`src/rtl/psd_pkg.sv`:
```
package psd_pkg;

    // Base modulus of the two-modulus prescaler
    localparam int PRE_BASE = 8;
    localparam int PRE_W    = $clog2(PRE_BASE + 1);

    typedef enum logic {
        MOD_BASE = 1'b0,   // divide by PRE_BASE
        MOD_EXT  = 1'b1    // divide by PRE_BASE + 1
    } modsel_e;

    // Last prescaler count value for the selected modulus
    function automatic logic [PRE_W-1:0] pre_last(input modsel_e sel);
        if (sel == MOD_EXT) pre_last = PRE_W'(PRE_BASE);
        else                pre_last = PRE_W'(PRE_BASE - 1);
    endfunction

endpackage

```
`src/rtl/psd_cfg_clamp.sv`:
```
module psd_cfg_clamp #(
    parameter int A_W = 6,
    parameter int M_W = 8
) (
    input  logic [A_W-1:0] a_in,
    input  logic [M_W-1:0] m_in,
    output logic [M_W-1:0] a_eff,
    output logic [M_W-1:0] m_eff,
    output logic           bad
);
    localparam int CMP_W = (A_W > M_W) ? A_W : M_W;

    logic [CMP_W-1:0] a_x, m_x, m_fix, a_sel;

    always_comb begin
        a_x   = CMP_W'(a_in);
        m_x   = CMP_W'(m_in);
        m_fix = (m_in == '0) ? CMP_W'(1) : m_x;
        a_sel = (a_x > m_fix) ? m_fix : a_x;
        a_eff = a_sel[M_W-1:0];
        m_eff = m_fix[M_W-1:0];
        bad   = (m_in == '0) || (a_x > m_x);
    end
endmodule

```
`src/rtl/psd_prescaler.sv`:
```
module psd_prescaler
    import psd_pkg::*;
(
    input  logic             clk,
    input  logic             clr,
    input  modsel_e          sel,
    output logic [PRE_W-1:0] cnt,
    output logic             tc,
    output logic             base_win
);
    always_ff @(posedge clk) begin
        if (clr)     cnt <= '0;
        else if (tc) cnt <= '0;
        else         cnt <= cnt + 1'b1;
    end

    always_comb begin
        tc       = !clr && (cnt == pre_last(sel));
        base_win = (cnt < PRE_W'(PRE_BASE));
    end
endmodule

```
`src/rtl/psd_period_ctl.sv`:
```
module psd_period_ctl
    import psd_pkg::*;
#(
    parameter int M_W = 8
) (
    input  logic           clk,
    input  logic           load,
    input  logic           step,
    input  logic [M_W-1:0] a_eff,
    input  logic [M_W-1:0] m_eff,
    input  logic           bad_in,
    output modsel_e        sel,
    output logic           first_cyc,
    output logic           bad_q
);
    logic [M_W-1:0] idx, a_q, m_q;
    logic           last_cyc;

    always_comb begin
        sel       = (idx < a_q) ? MOD_EXT : MOD_BASE;
        last_cyc  = (idx == m_q - 1'b1);
        first_cyc = (idx == '0);
    end

    always_ff @(posedge clk) begin
        if (load || (step && last_cyc)) begin
            idx   <= '0;
            a_q   <= a_eff;
            m_q   <= m_eff;
            bad_q <= bad_in;
        end else if (step) begin
            idx <= idx + 1'b1;
        end
    end
endmodule

```
`src/rtl/psd_top.sv`:
```
module psd_top
    import psd_pkg::*;
#(
    parameter int A_W = 6,
    parameter int M_W = 8
) (
    input  logic           clk,
    input  logic           hold,
    input  logic [A_W-1:0] swallow_in,
    input  logic [M_W-1:0] main_in,
    output logic           div_out,
    output logic           cfg_bad
);
    logic [M_W-1:0]   a_eff, m_eff;
    logic             bad_now;
    logic             running;
    logic [PRE_W-1:0] pre_cnt;
    logic             pre_tc, base_win, first_cyc;
    modsel_e          sel;

    psd_cfg_clamp #(.A_W(A_W), .M_W(M_W)) u_clamp (
        .a_in (swallow_in),
        .m_in (main_in),
        .a_eff(a_eff),
        .m_eff(m_eff),
        .bad  (bad_now)
    );

    always_ff @(posedge clk) begin
        if (hold) running <= 1'b0;
        else      running <= 1'b1;
    end

    psd_prescaler u_pre (
        .clk     (clk),
        .clr     (hold || !running),
        .sel     (sel),
        .cnt     (pre_cnt),
        .tc      (pre_tc),
        .base_win(base_win)
    );

    psd_period_ctl #(.M_W(M_W)) u_ctl (
        .clk      (clk),
        .load     (hold),
        .step     (running && pre_tc),
        .a_eff    (a_eff),
        .m_eff    (m_eff),
        .bad_in   (bad_now),
        .sel      (sel),
        .first_cyc(first_cyc),
        .bad_q    (cfg_bad)
    );

    assign div_out = running && first_cyc && base_win;
endmodule

```
`config.mk`:
```
export PLATFORM = sky130hd
export DESIGN_NAME = psd_top
export DESIGN_NICKNAME = d
export VERILOG_FILES = /design/src/rtl/psd_pkg.sv /design/src/rtl/psd_cfg_clamp.sv /design/src/rtl/psd_prescaler.sv /design/src/rtl/psd_period_ctl.sv /design/src/rtl/psd_top.sv
export SDC_FILE = /design/constraint.sdc
export NUM_CORES = 1
export LEC_CHECK = 0
export BUFFER_PORTS_ARGS = -buffer_cell sky130_fd_sc_hd__buf_2
export CAP_MARGIN = 20
export CORE_MARGIN = 5
export CORE_UTILIZATION = 59
export CTS_CLUSTER_DIAMETER = 80
export DETAILED_ROUTE_END_ITERATION = 8
export PLACE_DENSITY = 0.8
export SLEW_MARGIN = 20
export SYNTH_ARGS = -nofsm -noshare
export SYNTH_HDL_FRONTEND = slang
export SYNTH_SLANG_ARGS = --single-unit
```
`constraint.sdc`:
```
create_clock -name clk -period 8.73 [get_ports clk]
set_clock_uncertainty 0.05 [all_clocks]
set_input_delay 1.746 -clock clk [delete_from_list [all_inputs] [get_ports clk]]
set_output_delay 1.746 -clock clk [all_outputs]
set_load 0.005 [all_outputs]
```
==> results.json <==
{
  "outcome": "completed",
  "hold_violations": 0,
  "final_nets": 277,
  "power_density_nw_per_um2": 130.8,
  "grt_max_degree": 18,
  "area_growth_pct": 7.972,
  "final-seq-area_um2": 770.7,
  "die_w_um": 69.71,
  "arrival_ns": 3.68,
  "clock_tree.buffer_depth": 2,
  "crit_required_ns": 8.77,
  "hold_depth": 2,
  "hp-class": "reg -> reg",
  "die_area_um2": 4859,
  "wl_met3_um": 146,
  "r2r-end": "u_ctl.a_q[7]",
  "gr-total-overflow": 0,
  "holdBufCountCts": 0,
  "firstDrtPassIters": 5,
  "die_h_um": 69.71,
  "synthFlopType": "edfxtp_1",
  "viasPerCell": 5.744,
  "holdPathEnd": "u_pre.cnt[3]",
  "cts_resized": 0,
  "m1WireLength_um": 1904,
  "grt_pass1_vias": 1662,
  "antenna_found_initial": 0,
  "syn_area_um2": 2103,
  "cp_max_fo": 6,
  "portBuffers": 17,
  "reg2reg_slack_ns": 6.06,
  "p_switching_mw": 0.08430,
  "final_core_util_pct": 67.00,
  "ys_ff_latch": 30,
  "initial_core_util_pct": 62.05,
  "min_period_over_period_pct": 41.62,
  "synth_edf_count": 17,
  "combPwrFrac_pct": 17.8,
  "worstSetupPathType": "in -> reg",
  "gp_congestion": 0.9495,
  "synthArstFlopShare_pct": 0,
  "n_antenna_cell": 0,
  "worstRegToRegCells": 7,
  "min_from": "u_pre.cnt[3]",
  "setup-tns-final_ns": 0,
  "drt_iter0_drc": 77,
  "mostFrequentLayoutCells": "inv_1, ha_1, nand2_1, buf_2, edfxtp_1",
  "ir_worst_vdd_mv": 0.07518,
  "wire_per_inst_um": 14.81,
  "drc": 0,
  "r2r_start": "u_ctl.m_q[0]",
  "p_leak_nw": 0.9788,
  "clock_latency_ns": 0.34,
  "grt_usage_pct": 19.35,
  "drv_slew": 0,
  "drtAntennaViolNets": 0,
  "setup_violations": 0,
  "clock-sinks": 30,
  "synth_seq_area_share_pct": 36.64,
  "yosysWarnings": 0,
  "path_clk_slew_ns": 0.09,
  "finalCriticalPeriod_ns": 3.633,
  "rows": 21,
  "top_layer": "met4",
  "dp_hpwl_um": 3278,
  "layout_commonest_cell": "inv_1",
  "ios": 18,
  "synth_cell_type_count": 47,
  "cts_tree": "built",
  "crit_path_start_kind": "input pin",
  "core_um2": 3390,
  "synth_area_per_cell_um2": 9.517,
  "multi_input_area_um2": 1204,
  "switching_share_pct": 28.38,
  "p_int_mw": 0.2127,
  "vias": 1637,
  "wl_met2_um": 2114,
  "cts_buffers": 5,
  "fill_cells": 288,
  "worst_slew_pin_slew_ns": 0.6440,
  "cap_violations": 0,
  "clock-root-buffer": "clkbuf_4",
  "timing.fmax_ghz": 0.2752,
  "clock_power_share_pct": 26.9,
  "htreeDepth": 2,
  "slew_headroom_pct": 57.06,
  "cp-end-kind": "flop",
  "rsz0062_at_grt": "false",
  "drive_gt1_share_pct": 12.97,
  "seq_power_share_pct": 55.3,
  "grt_pass1_wl_um": 7514,
  "postCtsSetupRepairBufs": 0,
  "routed_wl_um": 4222,
  "syn_inst": 221
}
stage by stage:
| step | power [mW] | instance area (um^2) | hold WS, ns | setup slack (ns) | instances |
|---|---|---|---|---|---|
| 2_1_floorplan | 0.2035 | 2107 | 0.3801 | 5.076 | 222 |
| 3_3_place_gp | 0.2185 | 2222 | 0.3968 | 4.789 | 277 |
| 3_5_place_dp | 0.2202 | 2222 | 0.4323 | 4.757 | 277 |
| 4_1_cts | 0.2995 | 2271 | 0.4466 | 5.111 | 285 |
| 5_1_grt | 0.3143 | 2271 | 0.4707 | 4.917 | 285 |
| 6_report | 0.2970 | 2271 | 0.4416 | 5.097 | 285 |
worst max path at each step:
stage,start,end,slack [ns],cells past startpoint
floorplan,main_in[4],u_ctl.a_q[0],5.08,10
finish,main_in[4],u_ctl.a_q[1],5.10,9
global route,main_in[4],u_ctl.a_q[2],4.92,11
global placement,main_in[4],u_ctl.a_q[4],4.79,9
CTS,main_in[4],u_ctl.a_q[1],5.11,9
detailed placement,main_in[4],u_ctl.a_q[5],4.76,9
worst max-delay path: stages:
cell and delay [ns]:
buf_2 0.12, nor4_1 0.27, nand3_1 0.13, nand2b_1 0.13, ha_1 0.24, nand2_1 0.06
o21ai_0 0.08, a21oi_1 0.52, mux2_1 0.39
flip-flops by register name, indices dropped and copies added, names as in the netlist:
signal and count:
u_ctl.bad_q 1, running 1, u_ctl.m_q 8, u_pre.cnt 4
u_ctl.a_q 8, u_ctl.idx 8
kinds of logic after synthesis:
| group | count (synthesis) | synth area share, % |
|---|---|---|
| AO/OA/AOI/OAI | 48 | 17.31 |
| XOR/XNOR | 12 | 5.354 |
| adder cells (fa/ha/maj) | 23 | 13.68 |
| buffers and inverters | 35 | 6.305 |
| flip-flops | 30 | 36.64 |
| multiplexers | 6 | 3.212 |
| other | 1 | 0.1783 |
| AND/OR/NAND/NOR | 66 | 17.31 |
Yosys cell counts (3+ instances only):
cell | n | area share, %
inv_1 | 26 | 4.6
ha_1 | 23 | 14
nand2_1 | 18 | 3.2
edfxtp_1 | 17 | 24
a21oi_1 | 13 | 3.1
dfxtp_1 | 13 | 12
nor2b_1 | 10 | 3.0
clkbuf_1 | 8 | 1.4
nand3_1 | 8 | 1.9
nor2_1 | 8 | 1.4
xor2_1 | 7 | 2.9
mux2_1 | 6 | 3.2
a221o_1 | 4 | 1.9
nor3_1 | 4 | 0.95
o21a_1 | 4 | 1.4
xnor2_1 | 4 | 1.7
a211oi_1 | 3 | 1.1
nand4_1 | 3 | 0.89
o21ai_0 | 3 | 0.71
o21ai_1 | 3 | 0.71
final cells by class:
class	count	area share [%]
flip-flops and latches	30	33.94
well taps	46	2.534
inverters	26	4.298
repair buffers	18	4.077
multi-input cells	157	53.00
clock buffers	8	2.149
metal layers:
metal	global-route usage, %	vias to the layer above
met3	3.478	5
li1	-	823
met4	8.298	0
met2	33.26	32
met5	0	-
met1	23.61	777
power by group through the flow:
stage / registers, mW / logic, mW / clock network (mW)
after global routing: 0.165 / 0.0606 / 0.0887
final: 0.164 / 0.0529 / 0.0799
after floorplan: 0.165 / 0.0383 / 0
after global placement: 0.167 / 0.0513 / 0
after detailed placement: 0.167 / 0.0528 / 0
after CTS: 0.164 / 0.0532 / 0.0821
No activity file was read; power rests on OpenSTA's default activity.
